===== config.mk =====
export PLATFORM = sky130hd
export DESIGN_NAME = cmd_frame_rx
export DESIGN_NICKNAME = d
export VERILOG_FILES = /design/src/rtl/cmdrx_pkg.sv /design/src/rtl/cmdrx_secded.sv /design/src/rtl/cmdrx_deser.sv /design/src/rtl/cmdrx_outreg.sv /design/src/rtl/cmd_frame_rx.sv
export SDC_FILE = /design/constraint.sdc
export NUM_CORES = 1
export LEC_CHECK = 0
export BUFFER_PORTS_ARGS = -buffer_cell sky130_fd_sc_hd__buf_2
export CORE_MARGIN = 5
export CORE_UTILIZATION = 28
export DETAILED_ROUTE_END_ITERATION = 12
export HOLD_SLACK_MARGIN = 0.08
export PLACE_DENSITY = 0.52
export SYNTH_ARGS = -nofsm -noshare
export SYNTH_HDL_FRONTEND = slang
export SYNTH_SLANG_ARGS = --single-unit

===== constraint.sdc =====
create_clock -name clk -period 8.5 [get_ports clk]
set_clock_uncertainty 0.1 [all_clocks]
set_input_delay 0.425 -clock clk [delete_from_list [all_inputs] [get_ports clk]]
set_output_delay 0.425 -clock clk [all_outputs]
set_load 0.02 [all_outputs]

===== src/rtl/cmdrx_pkg.sv =====
package cmdrx_pkg;

  typedef enum logic [2:0] {
    ST_HUNT,
    ST_IDLE,
    ST_HDR,
    ST_BODY,
    ST_STOP
  } rx_state_t;

  // Hamming bits needed for dw data bits (overall parity not included).
  function automatic int hamm_bits(input int dw);
    for (int k = 1; k < 32; k++) begin
      if ((1 << k) >= dw + k + 1) return k;
    end
    return 32;
  endfunction

  // Code position of data bit j: the (j+1)-th non-power-of-two from 3 upward.
  function automatic int data_pos(input int j);
    int n;
    n = 0;
    for (int p = 3; p < 1024; p++) begin
      if ((p & (p - 1)) != 0) begin
        if (n == j) return p;
        n++;
      end
    end
    return 0;
  endfunction

  // Data bits that feed Hamming bit i.
  function automatic logic [63:0] cover_mask(input int i, input int dw);
    logic [63:0] m;
    m = '0;
    for (int j = 0; j < dw; j++) begin
      if (((data_pos(j) >> i) & 1) == 1) m[j] = 1'b1;
    end
    return m;
  endfunction

endpackage


===== src/rtl/cmdrx_secded.sv =====
module cmdrx_secded #(
  parameter int DW = 8,
  parameter int CW = 5
) (
  input  logic [DW-1:0] din,
  input  logic [CW-1:0] chk,
  output logic [DW-1:0] dout,
  output logic          fixed,
  output logic          fatal
);
  import cmdrx_pkg::*;

  localparam int K    = CW - 1;
  localparam int MAXP = data_pos(DW - 1);

  logic [K-1:0] calc;
  logic [K-1:0] syn;
  logic         par;

  for (genvar i = 0; i < K; i++) begin : g_chk
    localparam logic [63:0] M = cover_mask(i, DW);
    assign calc[i] = ^(din & M[DW-1:0]);
  end

  assign syn = calc ^ chk[K-1:0];
  assign par = ^{din, chk};

  for (genvar j = 0; j < DW; j++) begin : g_fix
    localparam int P = data_pos(j);
    assign dout[j] = din[j] ^ (par && (syn == K'(P)));
  end

  assign fixed = par && (int'(syn) <= MAXP);
  assign fatal = (!par && (syn != '0)) || (par && (int'(syn) > MAXP));

endmodule


===== src/rtl/cmdrx_deser.sv =====
module cmdrx_deser #(
  parameter int SH_W  = 38,
  parameter int SB    = 13,
  parameter int LB    = 38,
  parameter int CNT_W = 6
) (
  input  logic            clk,
  input  logic            rst,
  input  logic            bit_vld,
  input  logic            bit_in,
  output logic [SH_W-1:0] sh,
  output logic            is_long,
  output logic            end_ok,
  output logic            end_bad
);
  import cmdrx_pkg::*;

  localparam logic [CNT_W-1:0] SCNT = CNT_W'(SB - 1);
  localparam logic [CNT_W-1:0] LCNT = CNT_W'(LB - 1);

  rx_state_t        st;
  logic [CNT_W-1:0] cnt;

  always_ff @(posedge clk) begin
    if (rst) begin
      st      <= ST_HUNT;
      sh      <= '0;
      cnt     <= '0;
      is_long <= 1'b0;
    end else if (bit_vld) begin
      case (st)
        ST_HUNT: if (bit_in) st <= ST_IDLE;
        ST_IDLE: if (!bit_in) st <= ST_HDR;
        ST_HDR: begin
          is_long <= bit_in;
          cnt     <= bit_in ? LCNT : SCNT;
          st      <= ST_BODY;
        end
        ST_BODY: begin
          sh <= {sh[SH_W-2:0], bit_in};
          if (cnt == '0) st <= ST_STOP;
          else           cnt <= cnt - 1'b1;
        end
        ST_STOP: st <= bit_in ? ST_IDLE : ST_HUNT;
        default: st <= ST_HUNT;
      endcase
    end
  end

  assign end_ok  = (st == ST_STOP) && bit_vld && bit_in;
  assign end_bad = (st == ST_STOP) && bit_vld && !bit_in;

  // a cycle without strobe changes neither parser state nor payload
  a_r8_no_strobe_hold: assert property (@(posedge clk) disable iff (rst)
    !bit_vld |=> ($stable(st) && $stable(sh) && $stable(cnt)));

endmodule


===== src/rtl/cmdrx_outreg.sv =====
module cmdrx_outreg #(
  parameter int CMD_W  = 8,
  parameter int ADDR_W = 14,
  parameter int SUB_W  = 8,
  parameter int DATA_W = 8,
  parameter int LW     = 32
) (
  input  logic              clk,
  input  logic              rst,
  input  logic              end_ok,
  input  logic              end_bad,
  input  logic              is_long,
  input  logic [CMD_W-1:0]  s_word,
  input  logic              s_fix,
  input  logic              s_fatal,
  input  logic [LW-1:0]     l_word,
  input  logic              l_fix,
  input  logic              l_fatal,
  input  logic [ADDR_W-1:0] my_addr,
  output logic              out_vld,
  output logic              out_long,
  output logic [CMD_W-1:0]  out_cmd,
  output logic [ADDR_W-1:0] out_addr,
  output logic              out_ext,
  output logic [SUB_W-1:0]  out_sub,
  output logic [DATA_W-1:0] out_data,
  output logic              out_bcast,
  output logic              out_corr,
  output logic              err_unc,
  output logic              err_frame
);
  localparam int RES_BIT = DATA_W + SUB_W;

  logic [ADDR_W-1:0] l_addr;
  logic              l_bad;
  logic              hit;

  assign l_addr = l_word[LW-1 -: ADDR_W];
  // A syndrome aimed at the unsent reserved bit means a multi-bit error.
  assign l_bad  = l_fatal || !l_word[RES_BIT];
  assign hit    = (l_addr == my_addr) || (l_addr == '0);

  always_ff @(posedge clk) begin
    if (rst) begin
      out_vld   <= 1'b0;
      out_long  <= 1'b0;
      out_cmd   <= '0;
      out_addr  <= '0;
      out_ext   <= 1'b0;
      out_sub   <= '0;
      out_data  <= '0;
      out_bcast <= 1'b0;
      out_corr  <= 1'b0;
      err_unc   <= 1'b0;
      err_frame <= 1'b0;
    end else begin
      out_vld   <= 1'b0;
      out_corr  <= 1'b0;
      err_unc   <= 1'b0;
      err_frame <= end_bad;
      if (end_ok) begin
        if (!is_long) begin
          if (s_fatal) begin
            err_unc <= 1'b1;
          end else begin
            out_vld   <= 1'b1;
            out_corr  <= s_fix;
            out_long  <= 1'b0;
            out_cmd   <= s_word;
            out_bcast <= 1'b1;
          end
        end else if (l_bad) begin
          err_unc <= 1'b1;
        end else if (hit) begin
          out_vld   <= 1'b1;
          out_corr  <= l_fix;
          out_long  <= 1'b1;
          out_addr  <= l_addr;
          out_ext   <= l_word[RES_BIT+1];
          out_sub   <= l_word[DATA_W +: SUB_W];
          out_data  <= l_word[DATA_W-1:0];
          out_bcast <= (l_addr == '0);
        end
      end
    end
  end

  // accept strobe lasts one cycle
  a_r10_vld_pulse: assert property (@(posedge clk) disable iff (rst)
    out_vld |=> !out_vld);
  // uncorrectable frames never deliver
  a_r6_unc_no_vld: assert property (@(posedge clk) disable iff (rst)
    err_unc |-> !out_vld);
  // framing error stands alone
  a_r7_frame_alone: assert property (@(posedge clk) disable iff (rst)
    err_frame |-> (!out_vld && !err_unc && !out_corr));
  // correction flag only accompanies a delivered frame
  a_r5_corr_with_vld: assert property (@(posedge clk) disable iff (rst)
    out_corr |-> out_vld);
  // delivered long frames match the local address or are broadcast
  a_r4_addr_filter: assert property (@(posedge clk) disable iff (rst)
    (out_vld && out_long) |-> ((out_addr == '0) || (out_addr == $past(my_addr))));
  // broadcast marking of long frames follows the zero address
  a_r3_zero_bcast: assert property (@(posedge clk) disable iff (rst)
    (out_vld && out_long) |-> (out_bcast == (out_addr == '0)));

endmodule


===== src/rtl/cmd_frame_rx.sv =====
module cmd_frame_rx #(
  parameter int CMD_W  = 8,
  parameter int ADDR_W = 14,
  parameter int SUB_W  = 8,
  parameter int DATA_W = 8
) (
  input  logic              clk,
  input  logic              rst,
  input  logic              bit_vld,
  input  logic              bit_in,
  input  logic [ADDR_W-1:0] my_addr,
  output logic              out_vld,
  output logic              out_long,
  output logic [CMD_W-1:0]  out_cmd,
  output logic [ADDR_W-1:0] out_addr,
  output logic              out_ext,
  output logic [SUB_W-1:0]  out_sub,
  output logic [DATA_W-1:0] out_data,
  output logic              out_bcast,
  output logic              out_corr,
  output logic              err_unc,
  output logic              err_frame
);
  import cmdrx_pkg::*;

  localparam int LW    = ADDR_W + 2 + SUB_W + DATA_W;
  localparam int SCW   = hamm_bits(CMD_W) + 1;
  localparam int LCW   = hamm_bits(LW) + 1;
  localparam int SB    = CMD_W + SCW;
  localparam int LB    = ADDR_W + 1 + SUB_W + DATA_W + LCW;
  localparam int SH_W  = (LB > SB) ? LB : SB;
  localparam int CNT_W = $clog2(SH_W);

  logic [SH_W-1:0]  sh;
  logic             is_long, end_ok, end_bad;
  logic [LW-1:0]    l_in, l_word;
  logic [CMD_W-1:0] s_word;
  logic             s_fix, s_fatal, l_fix, l_fatal;

  cmdrx_deser #(.SH_W(SH_W), .SB(SB), .LB(LB), .CNT_W(CNT_W)) u_deser (
    .clk(clk), .rst(rst), .bit_vld(bit_vld), .bit_in(bit_in),
    .sh(sh), .is_long(is_long), .end_ok(end_ok), .end_bad(end_bad)
  );

  assign l_in = {sh[LB-1 -: ADDR_W], sh[LCW+DATA_W+SUB_W], 1'b1,
                 sh[LCW+DATA_W +: SUB_W], sh[LCW +: DATA_W]};

  cmdrx_secded #(.DW(CMD_W), .CW(SCW)) u_dec_short (
    .din(sh[SCW +: CMD_W]), .chk(sh[SCW-1:0]),
    .dout(s_word), .fixed(s_fix), .fatal(s_fatal)
  );

  cmdrx_secded #(.DW(LW), .CW(LCW)) u_dec_long (
    .din(l_in), .chk(sh[LCW-1:0]),
    .dout(l_word), .fixed(l_fix), .fatal(l_fatal)
  );

  cmdrx_outreg #(.CMD_W(CMD_W), .ADDR_W(ADDR_W), .SUB_W(SUB_W),
                 .DATA_W(DATA_W), .LW(LW)) u_out (
    .clk(clk), .rst(rst), .end_ok(end_ok), .end_bad(end_bad),
    .is_long(is_long), .s_word(s_word), .s_fix(s_fix), .s_fatal(s_fatal),
    .l_word(l_word), .l_fix(l_fix), .l_fatal(l_fatal), .my_addr(my_addr),
    .out_vld(out_vld), .out_long(out_long), .out_cmd(out_cmd),
    .out_addr(out_addr), .out_ext(out_ext), .out_sub(out_sub),
    .out_data(out_data), .out_bcast(out_bcast), .out_corr(out_corr),
    .err_unc(err_unc), .err_frame(err_frame)
  );

endmodule


# After elaboration in Yosys (flattened, before gate mapping)
# Index checks and enable logic that the tools add are counted.
# word_totals
register_bits	93
latch_bits	0
ram_bits	0
mem_bits_ro	0
input_bits	18
output_inout_bits	45
wordCells	226
mem_count	0
# classes
n_addsub	1
n_mul	0
div_mod_pow	0
order_cmp	4
n_eq_ne	52
shift	0
muxes	27
n_bitwise	45
n_reduce_logical	82
# op_table
cell	count
XOR reduction 32 bit	6
== test 6 x 5 -> 1 bit (second input constant)	15
logical AND 1 bit	49
== test 6 x 4 -> 1 bit (second input constant)	7
XOR reduction 39 bit	1
bitwise XOR 1 bit	39
== test 6 bit (second input constant)	6
XOR reduction 8 bit	4
two-way mux 1 bit	20
== test 6 x 3 -> 1 bit (second input constant)	3
== test 4 bit (second input constant)	4
case mux 3 bit (5 select lines)	1
== test 14 bit	1
zero test 14 bit	1
XOR reduction 13 bit	1
== test 4 x 3 -> 1 bit (second input constant)	3
two-way mux 6 bit	2
case mux 6 bit (2 select lines)	1
AND reduction 4 bit	3
two-way mux 3 bit	3
inequality test 2 bit (second input constant)	4
== test 3 x 2 -> 1 bit (second input constant)	2
== test 6 x 2 -> 1 bit (second input constant)	1
> comparator 6 bit (second input constant)	1
21 further kinds	33

# Longest topological paths before layout
# Gate-level depths: netlist (run 1).
# depth
ltp_word	10
ltp_mapped	14
mapped_depth_nobuf	10

# By module
# From an unflattened synthesis (run 1), not the netlist that was laid out.
# unflattened
hier_cells	664
area_unflattened_um2	5874.4
# modules_own_cells
module	n_inst	cells_per_inst	area_each_um2	seq_area_each_um2
cmdrx_outreg	1	206	1980.6	900.9
cmdrx_deser	1	243	1958.1	960.9
cmdrx_secded (u_dec_long)	1	151	1400.1	0.0
cmdrx_secded (u_dec_short)	1	63	531.8	0.0
cmd_frame_rx	1	1	3.8	0.0

# Least setup slack after synthesis (run 1)
# Ideal clock, no wire load.
# synth_path
kind	reg2reg
startpoint	reg u_deser.sh[12]
endpoint	reg u_out.out_addr[13]
setup_time_ns	0.121
t_arrival_ns	3.916
t_required_ns	8.279
path_slack_ns	4.363
stages_incl_launch_ff	14
path_buffers	3
synth_period_minus_slack_ns	4.137
path_cell_list	dfxtp_1 > buf_4 > xnor3_1 > xor3_1 > xor3_1 > xor3_2 > buf_2 > nor3_1 > xnor2_1 > o22ai_1 > nor4_2 > a32oi_2 > buf_6 > mux2_4
# synth_between
elab_chain_cells	8
elab_cells_between_ends	60
classes_between	1 x order compare; 16 x eq/ne; 16 x bitwise; 27 x reduce/logical
# synth_rtl
element	line	rtl
start: declaration	cmdrx_deser.sv:11	output logic [SH_W-1:0] sh,
start signal: assignment	cmdrx_deser.sv:40	sh <= {sh[SH_W-2:0], bit_in};
XOR reduction 32 bit	cmdrx_secded.sv:22	assign calc[i] = ^(din & M[DW-1:0]);
bitwise XOR 6 bit	cmdrx_secded.sv:25	assign syn = calc ^ chk[K-1:0];
== test 6 x 5 -> 1 bit, or another cell as far along	cmdrx_secded.sv:30	assign dout[j] = din[j] ^ (par && (syn == K'(P)));
logical AND 1 bit (on tied branches)	cmdrx_secded.sv:30, cmdrx_secded.sv:34	
bitwise XOR 1 bit / logical OR 1 bit (equally long branches)	cmdrx_secded.sv:30, cmdrx_secded.sv:34	
== test 14 bit, or another cell as far along	cmdrx_outreg.sv:41	assign hit = (l_addr == my_addr) || (l_addr == '0);
logical OR 1 bit / inverter 1 bit (equally long branches)	-	
AND reduction 4 bit (no line)	-	
end signal: assignment	cmdrx_outreg.sv:78	out_addr <= l_addr;
end: declaration	cmdrx_outreg.sv:23	output logic [ADDR_W-1:0] out_addr,
# Several ways; a longest one is shown, not always the timed one.
# A chain may end at the register's enable or synchronous reset.

# Final worst setup path (run 1)
# layout_path
startpoint	reg u_deser.sh[31]
endpoint	reg u_out.out_addr[9]
# The elaborated chain is that of the path after synthesis.

==> reports/metrics.csv, run 1 <==
metric,value,unit
Worst-path clk slew,70,ps
DR pass1 iterations,4,
full die area,26320,um^2
Yosys warnings,0,
most frequent cell after synthesis,nand2_1,
Tightest Hold Check Type,input port to flip-flop,
CP startpoint,u_deser.sh[31],
footprint of the multi-input gates,4353,um^2
"non-filler cells, final",1069,
cells after synthesis,765,
Std-Cell Rows,55,
Reg area,1862,um^2
status,"finished, final reports clean",
root buf cell,clkbuf_16,
Remaining DRCs,0,
CTS Sinks,93,
DRT antenna net count,0,
Final nets,799,
setup violation total in the final timing report,0,
Via density,4.913,
Max VDD drop,0.06992,mV
"EDFF count, synth",0,
Crit path arrival time,5420,ps
GRT met1 Usage,18.77,%
cell taking the most area after synthesis,dfxtp_1,
GRT busiest layer,met2,
max-capacitance violation count,0,
initial antenna violation count,0,
#FFs+latches synth,93,
synth cell count leaders,"107 x nand2_1, 93 x dfxtp_1, 68 x nor2_1, 68 x xnor2_1, 53 x a21oi_1",
Initial DRC Count,320,
Logic pwr share,4.2,%
mapped cell area,6489,um^2
Fill cells,2446,
first-pass GRT wire length,28800,um
P_int,0.0006835,W
most used flip-flop cell after synthesis,dfxtp_1,
share of the synthesized area in the top cell type,28.69,%
# Post-CTS Setup Buffers,0,
Slew HR,29.83,%
Netlist cell types,63,
hold buffers post-CTS,0,
GR Layer Usage met2,22.03,%
routed length per instance,16.96,um
final wirelength,18140,um
clock tree buffer depth,2,
RSZ-0062 raised after global routing,no,
startpoint types,flip-flop,
Final Wtd Congestion,0.8844,
hold path startpoint,bit_in,
Die Height,162.2,um
H-tree levels,3,
vias in the first global route,5087,
Core Box Area,22710,um^2
Starting Density,28.57,%
Sw Ratio,24.48,%
DP Wirelength,13190,um
CTS tree,yes,
crit end category,flip-flop,
M3 GR Usage,2.436,%
total gr overflow,0,
WP data required,8660,ps
register area share after synthesis,28.69,%
pwr dens,125.3,nW/um^2
number of I/O pins,63,
IO buf count,62,
Inst Count DP,1053,
WS Path Type,flip-flop to flip-flop,
FF-to-FF setup slack,3240,ps
period utilization,61.90,%
fraction of layout cells with a size suffix above 1,14.67,%
Vias,5252,
total track usage,13.88,%
final hold violation count,0,
Clock Power Share,47.2,%
area delta synth->final,11.36,%
syn nets,785,
Area contributors post-synth,"dfxtp_1 29%, xnor2_1 9.2%, xnor3_1 6.9%",
minimum clock period,5261,ps
Post-CTS Resized,0,
largest net degree at the start of global routing,72,
total CTS buffers,9,
Seq pwr share,48.5,%
worst skew pair latency,370,ps
"Max FO, Critical Path",32,
worst-margin pin slew,1047,ps
worst reg2reg path startpoint,u_deser.sh[31],
Max Slew Vio Count,0,
leakage power,2.834,nW
"FFs w/ async S/R, synth",0,%
switching power,0.0002216,W
Ant. Diodes,0,
setup TNS,0,ps
die width,162.2,um
maximum clock rate,190.1,MHz
average size of a mapped cell,8.482,um^2
## worst paths after layout
kind	end	cells past startpoint
worst max-delay path	u_out.out_addr[9]	11
worst min-delay path	u_out.err_frame	2
worst max register to register	u_out.out_addr[9]	11
worst min register to register	u_out.out_addr[12]	2
## area by class of cell
class                      instances  share of cell area (%)
clock buffer                       9                   3.117
clock inverter                     7                   1.143
inverter                           5                  0.2597
multi-input combinational        606                   60.24
sequential                        93                   25.77
tap                              285                   4.935
timing repair buffer              64                   4.537
## sequential cells by signal, summed over array words and instances, names as in the netlist
signal,flops
u_out.err_frame,1
u_out.err_unc,1
u_out.out_sub,8
u_deser.sh,38
u_out.out_bcast,1
u_deser.cnt,6
u_out.out_data,8
u_out.out_vld,1
u_out.out_cmd,8
u_out.out_corr,1
u_deser.is_long,1
u_out.out_ext,1
u_out.out_addr,14
u_deser.st,3
u_out.out_long,1
## critical path, stage by stage, from the launching register on
cell     delay, ps
dfxtp_1        680
xnor2_1        290
xnor3_1        560
xnor3_1        580
or4_1          770
nor3_1         430
xnor2_1        180
o22ai_1        110
nor4_2         540
a32oi_4        180
buf_4          320
mux2_4         360
## logic make-up after synthesis
| logic type | share of synthesized area, % |
|---|---|
| buffers and inverters | 4.531 |
| AOI/OAI and AO/OA | 11.63 |
| adders and majority gates | 0.3856 |
| muxes | 6.672 |
| xor gates and xnor gates | 22.73 |
| and+or+nand+nor | 25.36 |
| DFF | 28.69 |
## power groups by stage
stage / clock network [W] / logic [W] / registers [W]
6_report: 0.000427 / 0.0000384 / 0.000439
5_1_grt: 0.000458 / 0.0000428 / 0.000439
4_1_cts: 0.000439 / 0.0000389 / 0.000439
3_5_place_dp: 0 / 0.0000389 / 0.000449
3_3_place_gp: 0 / 0.0000392 / 0.000450
2_1_floorplan: 0 / 0.0000263 / 0.000449
## layer usage
metal  share of wire, %  wire length (um)
met3                4.7               857
met1                 46              8431
met5                  0                 0
met2                 46              8388
met4                2.5               457
## stage by stage
step | hold slack [ps] | setup slack, ps | total power, W | cell area, um^2 | util (%)
2_1_floorplan | 374.4 | 4363 | 0.0004753 | 6489 | -
3_3_place_gp | 363.7 | 3210 | 0.0004888 | 6918 | 30.46
3_5_place_dp | 366.2 | 3261 | 0.0004884 | 6918 | 30.46
4_1_cts | 277.0 | 3260 | 0.0009167 | 7226 | 31.82
5_1_grt | 313.4 | 2920 | 0.0009399 | 7226 | 31.82
6_report | 289.2 | 3239 | 0.0009051 | 7226 | 31.82
## cell usage in the layout, fill, tap and decap left out, types with 9 or more instances in the layout
cell / instances
nand2_1: 106
dfxtp_1: 93
nor2_1: 68
xnor2_1: 68
buf_2: 61
a21oi_1: 53
xor2_1: 27
nand2b_1: 27
nor3_1: 26
nor2b_1: 24
xnor3_1: 20
mux2i_1: 17
o21ai_0: 16
mux2_4: 16
nor4_1: 13
a211oi_1: 12
or3_1: 11
clkbuf_16: 9
Power figures use the tool's default switching activity.
==> inputs of run 2 (changes only) <==
==> constraint.sdc (replaced) <==
create_clock -name clk -period 5.2 [get_ports clk]
set_clock_uncertainty 0.1 [all_clocks]
set_input_delay 0.26 -clock clk [delete_from_list [all_inputs] [get_ports clk]]
set_output_delay 0.26 -clock clk [all_outputs]
set_load 0.02 [all_outputs]
==> run 2 against run 1 <==
Against the previous run:
- sequential share of layout area decreased by 0.82 points
- clock power increased by 59%
- utilization increased by 1.0 points
- global-route usage increased by 0.52 points
- register-to-register slack got worse by 2900 ps
- cell area increased by 3.3%
- cell count increased by 2.9%
- critical path type unchanged
==> reports/metrics.csv, run 2 (synthesis gave the netlist of run 1 again) <==
metric,value,unit
status,"finished, final reports clean",
Max VDD drop,0.1121,mV
DP Wirelength,13990,um
Core Box Area,22710,um^2
FF-to-FF setup slack,360,ps
DR pass1 iterations,5,
pwr dens,195.8,nW/um^2
clock tree buffer depth,2,
CTS tree,yes,
total CTS buffers,9,
Post-CTS Resized,0,
max-capacitance violation count,0,
total gr overflow,0,
IO buf count,62,
setup violation total in the final timing report,0,
crit-path cells,xor2_1 > xnor3_1 > xor3_1 > xor3_2 > nor3_2 > nand3b_1 > a2111o_1 > nor3_2 > a32oi_4 > buf_12 > mux2i_1,
placed standard-cell area,7161,um^2
crit end category,flip-flop,
die width,162.2,um
Final Wtd Congestion,0.9157,
Metal-1 WL,8885,um
worst skew pair latency,360,ps
Largest register FFs,38,
"non-filler cells, final",1100,
Crit-path slowest cell,xnor3_1,
Final nets,830,
worst-margin pin slew,1091,ps
final wirelength,18850,um
pre-CTS WS,448.0,ps
CTS Sinks,93,
setup TNS,0,ps
DRT antenna net count,0,
# Post-CTS Setup Buffers,0,
worst hold stages,2,
Remaining DRCs,0,
Tightest Hold Check Type,input port to flip-flop,
Worst Reg-to-Reg Cells,11,
Ant. Diodes,0,
first-pass GRT wire length,29880,um
hold buffers post-CTS,0,
vias in the first global route,5310,
Std-Cell Rows,55,
leakage power,2.995,nW
crit path buf inv count,1,
"most used cell, CP",nor3_2,
Crit path arrival time,4980,ps
Top Registers,"u_deser.sh (38), u_out.out_addr (14)",
Via density,4.962,
period utilization,93.01,%
largest net degree at the start of global routing,69,
WL met2,8652,um
"Max FO, Critical Path",24,
final setup margin,363.4,ps
full die area,26320,um^2
startpoint types,flip-flop,
Inst Count DP,1084,
critical path's largest stage delay,520,ps
initial antenna violation count,0,
worst reg2reg path startpoint,u_deser.sh[10],
Final Core Density,32.86,%
"commonest non-fill, non-tap cells in the layout","107 x nand2_1, 93 x dfxtp_1, 68 x nor2_1, 68 x xnor2_1, 61 x buf_2",
area delta synth->final,15.00,%
H-tree levels,3,
met3 WL post-DR,799,um
fraction of layout cells with a size suffix above 1,17.67,%
final instance area,7462,um^2
final hold violation count,0,
worst min-delay path endpoint,u_out.err_frame,
"most common cell after layout, fill and taps aside",nand2_1,
Slew HR,26.89,%
root buf cell,clkbuf_16,
Vias,5458,
Max Slew Vio Count,0,
Largest Register,u_deser.sh,
DR top layer,met4,
WP data required,5340,ps
WS Path Type,flip-flop to flip-flop,
minimum clock period,4837,ps
total track usage,14.40,%
Crit path max-delay family,XOR/XNOR gates,
Fill cells,2400,
Die Height,162.2,um
RSZ-0062 raised after global routing,no,
maximum clock rate,206.8,MHz
Initial DRC Count,332,
routed length per instance,17.14,um
number of I/O pins,63,
Starting Density,28.57,%
Worst-path clk slew,70,ps
r2r endpoint,u_out.out_data[4],
hold path startpoint,bit_in,
run 2: how the worst max path moves through the flow:
stage / endpoint / depth (start not counted) / from
4_1_cts: u_out.out_data[4] / 11 / u_deser.sh[10]
3_5_place_dp: u_out.out_data[4] / 11 / u_deser.sh[19]
3_3_place_gp: u_out.out_addr[0] / 10 / u_deser.sh[19]
5_1_grt: u_out.out_sub[7] / 11 / u_deser.sh[10]
2_1_floorplan: u_out.out_addr[13] / 13 / u_deser.sh[12]
6_report: u_out.out_data[4] / 11 / u_deser.sh[10]
run 2: report_power, final:
group / switching, W / total (W) / internal (W)
clock: 0.000293 / 0.000680 / 0.000387
combinational: 0.0000389 / 0.0000627 / 0.0000238
sequential: 0.00000375 / 0.000719 / 0.000715
total: 0.000336 / 0.00146 / 0.00113
run 2: per-stage QoR:
step,total power [W],hold slack [ps]
2_1_floorplan,0.0007769,373.0
3_3_place_gp,0.0007980,362.5
3_5_place_dp,0.0007981,363.6
4_1_cts,0.001484,117.8
5_1_grt,0.001518,148.4
6_report,0.001461,132.2
run 2: routing by layer:
metal	vias up	track usage, %
met5	-	0
met4	0	5.421
li1	2711	-
met1	2566	19.59
met2	143	22.81
met3	38	2.588
run 2: final cells by class:
class	count	area, um^2	area share [%]
multi-input combinational	606	4350	58.30
tap	285	356.6	4.779
sequential	93	1862	24.95
inverter	5	18.77	0.2515
clock buffer	11	242.7	3.253
clock inverter	5	58.81	0.7881
timing repair buffer	95	573.1	7.679
==> inputs of run 3 (changes only) <==
--- a/config.mk
+++ b/config.mk
@@ -13,4 +13,5 @@
 export PLACE_DENSITY = 0.52
 export SYNTH_ARGS = -nofsm -noshare
 export SYNTH_HDL_FRONTEND = slang
+export SYNTH_HIERARCHICAL = 1
 export SYNTH_SLANG_ARGS = --single-unit
==> run 3 against run 2 <==
Against the previous run:
- fmax increased by 5.2%
- die area decreased by 8.9%
- utilization decreased by 0.60 points
- register-to-register slack improved by 240 ps
- setup slack improved by 240 ps
- non-clock buffer count decreased by 22
==> reports/metrics.csv, run 3 <==
metric,value,unit
status,"finished, final reports clean",
"most common cell after layout, fill and taps aside",nand2_1,
Inst Count DP,987,
Std-Cell Rows,53,
Largest register FFs,38,
Yosys warnings,6,
WP data required,5370,ps
Die Height,154.8,um
"non-filler cells, final",1000,
Ant. Diodes,0,
Core Box Area,20820,um^2
"FFs w/ async S/R, synth",0,%
mapped cell area,5874,um^2
leakage power,2.582,nW
Crit path arrival time,4770,ps
Final Wtd Congestion,0.9031,
Via density,4.658,
footprint of the multi-input gates,3832,um^2
pwr dens,205.4,nW/um^2
Remaining DRCs,0,
Netlist cell types,61,
"commonest non-fill, non-tap cells in the layout","156 x nand2_1, 93 x dfxtp_1, 75 x xnor2_1",
hold buffers post-CTS,0,
Max Slew Vio Count,0,
RSZ-0062 raised after global routing,no,
die width,154.8,um
Reg area,1862,um^2
Starting Density,28.21,%
routed length per instance,15.32,um
Tightest Hold Check Type,input port to flip-flop,
most used flip-flop cell after synthesis,dfxtp_1,
total CTS buffers,9,
vias in the first global route,4610,
"Max FO, Critical Path",22,
cell taking the most area after synthesis,dfxtp_1,
IO buf count,62,
M3 GR Usage,2.350,%
maximum clock rate,217.4,MHz
FF-to-FF setup slack,600,ps
DR pass1 iterations,4,
Initial DRC Count,254,
DRT antenna net count,0,
full die area,23980,um^2
minimum clock period,4599,ps
GRT met1 Usage,16.41,%
Largest Register,u_deser/sh,
Slew HR,39.16,%
setup violation total in the final timing report,0,
first-pass GRT wire length,24640,um
Worst-path clk slew,60,ps
clock tree buffer depth,2,
H-tree levels,3,
cells after synthesis,664,
fraction of layout cells with a size suffix above 1,16.97,%
root buf cell,clkbuf_16,
GRT busiest layer,met2,
P_int,0.001070,W
Logic pwr share,5.1,%
GR Layer Usage met2,21.94,%
Clock Power Share,42.8,%
Vias,4658,
WS Path Type,flip-flop to flip-flop,
total gr overflow,0,
Top Registers,"u_deser/sh (38), u_out/out_addr (14)",
Pwr Total,0.001379,W
setup TNS,0,ps
final hold violation count,0,
CTS Sinks,93,
Area contributors post-synth,"dfxtp_1 32%, xnor2_1 11%, nand2_1 10%",
startpoint types,flip-flop,
CTS tree,yes,
worst-margin pin slew,905.7,ps
"EDFF count, synth",0,
final wirelength,15320,um
average size of a mapped cell,8.847,um^2
most frequent cell after synthesis,nand2_1,
largest net degree at the start of global routing,50,
period utilization,88.44,%
DP Wirelength,11420,um
crit end category,flip-flop,
register area share after synthesis,31.69,%
number of I/O pins,63,
worst skew pair latency,350,ps
Sw Ratio,22.39,%
synth cell count leaders,"156 x nand2_1, 93 x dfxtp_1, 75 x xnor2_1, 61 x a21oi_1, 34 x nand2b_1",
Max VDD drop,0.1291,mV
# Post-CTS Setup Buffers,0,
area delta synth->final,14.33,%
share of the synthesized area in the top cell type,31.69,%
Post-CTS Resized,0,
#FFs+latches synth,93,
Final nets,743,
switching power,0.0003089,W
initial antenna violation count,0,
max-capacitance violation count,0,
Fill cells,2260,
Seq pwr share,52.0,%
total track usage,12.84,%
## run 3: metrics by stage
step	util [%]	setup slack [ps]	hold WS [ps]	instance area, um^2
floorplan	-	1313	256.6	5882
global placement	31.03	602.0	342.6	6461
detailed placement	31.03	564.8	344.9	6461
CTS	32.26	543.4	118.9	6716
global route	32.26	258.7	135.6	6716
finish	32.26	601.0	127.5	6716
## run 3: cell type report
cell class / count / area share, %
clock buffer: 11 / 3.614
sequential: 93 / 27.72
inverter: 8 / 0.4471
multi-input combinational: 538 / 57.06
clock inverter: 2 / 0.1863
timing repair buffer: 73 / 5.849
tap: 275 / 5.123
## run 3: path summary, 6_finish.rpt
check / depth (start not counted) / startpoint / to
worst max-delay path: 13 / u_deser/sh[9] / u_out/out_data[3]
worst min-delay path: 2 / bit_vld / u_deser/st[0]
worst max register to register: 13 / u_deser/sh[9] / u_out/out_data[3]
worst min register to register: 2 / u_out/out_cmd[5] / u_out/out_cmd[5]
## run 3: power by group through the flow
| stage | combinational, W | sequential (W) | clock, W |
|---|---|---|---|
| floorplan | 0.0000515 | 0.000731 | 0 |
| global placement | 0.0000713 | 0.000734 | 0 |
| detailed placement | 0.0000714 | 0.000734 | 0 |
| CTS | 0.0000716 | 0.000718 | 0.000619 |
| global route | 0.0000778 | 0.000718 | 0.000642 |
| finish | 0.0000706 | 0.000718 | 0.000591 |
## run 3: worst max-delay path, cell delays in order, from the launching register on
cell     delay (ps)
dfxtp_1         520
xnor3_1         490
xnor3_1         420
xnor2_1         210
xnor3_2         470
nor2_2          440
nand2_1         120
xnor2_1         440
xor2_1          140
nor4_2          310
nand4_1         140
o21ai_2          80
buf_4           360
mux2i_1         250
## run 3: layer usage
| metal | share of wire (%) | up-vias |
|---|---|---|
| met1 | 45 | 2197 |
| met5 | 0 | - |
| met4 | 1.6 | 0 |
| met2 | 49 | 71 |
| met3 | 4.6 | 18 |
| li1 | - | 2372 |
## run 3: cell families (layout without fill, tap and decap cells)
logic type      after synthesis  count (layout)  share of synthesized area, %
simple gates                276             276                         23.45
xor+xnor                    130             130                         25.92
compound gates              105             105                         11.50
flops                        93              93                         31.69
buf+inv                      35              94                         3.195
mux                          22              22                         3.749
fa+ha+maj                     2               2                        0.4259
other cells                   1               3                       0.06384
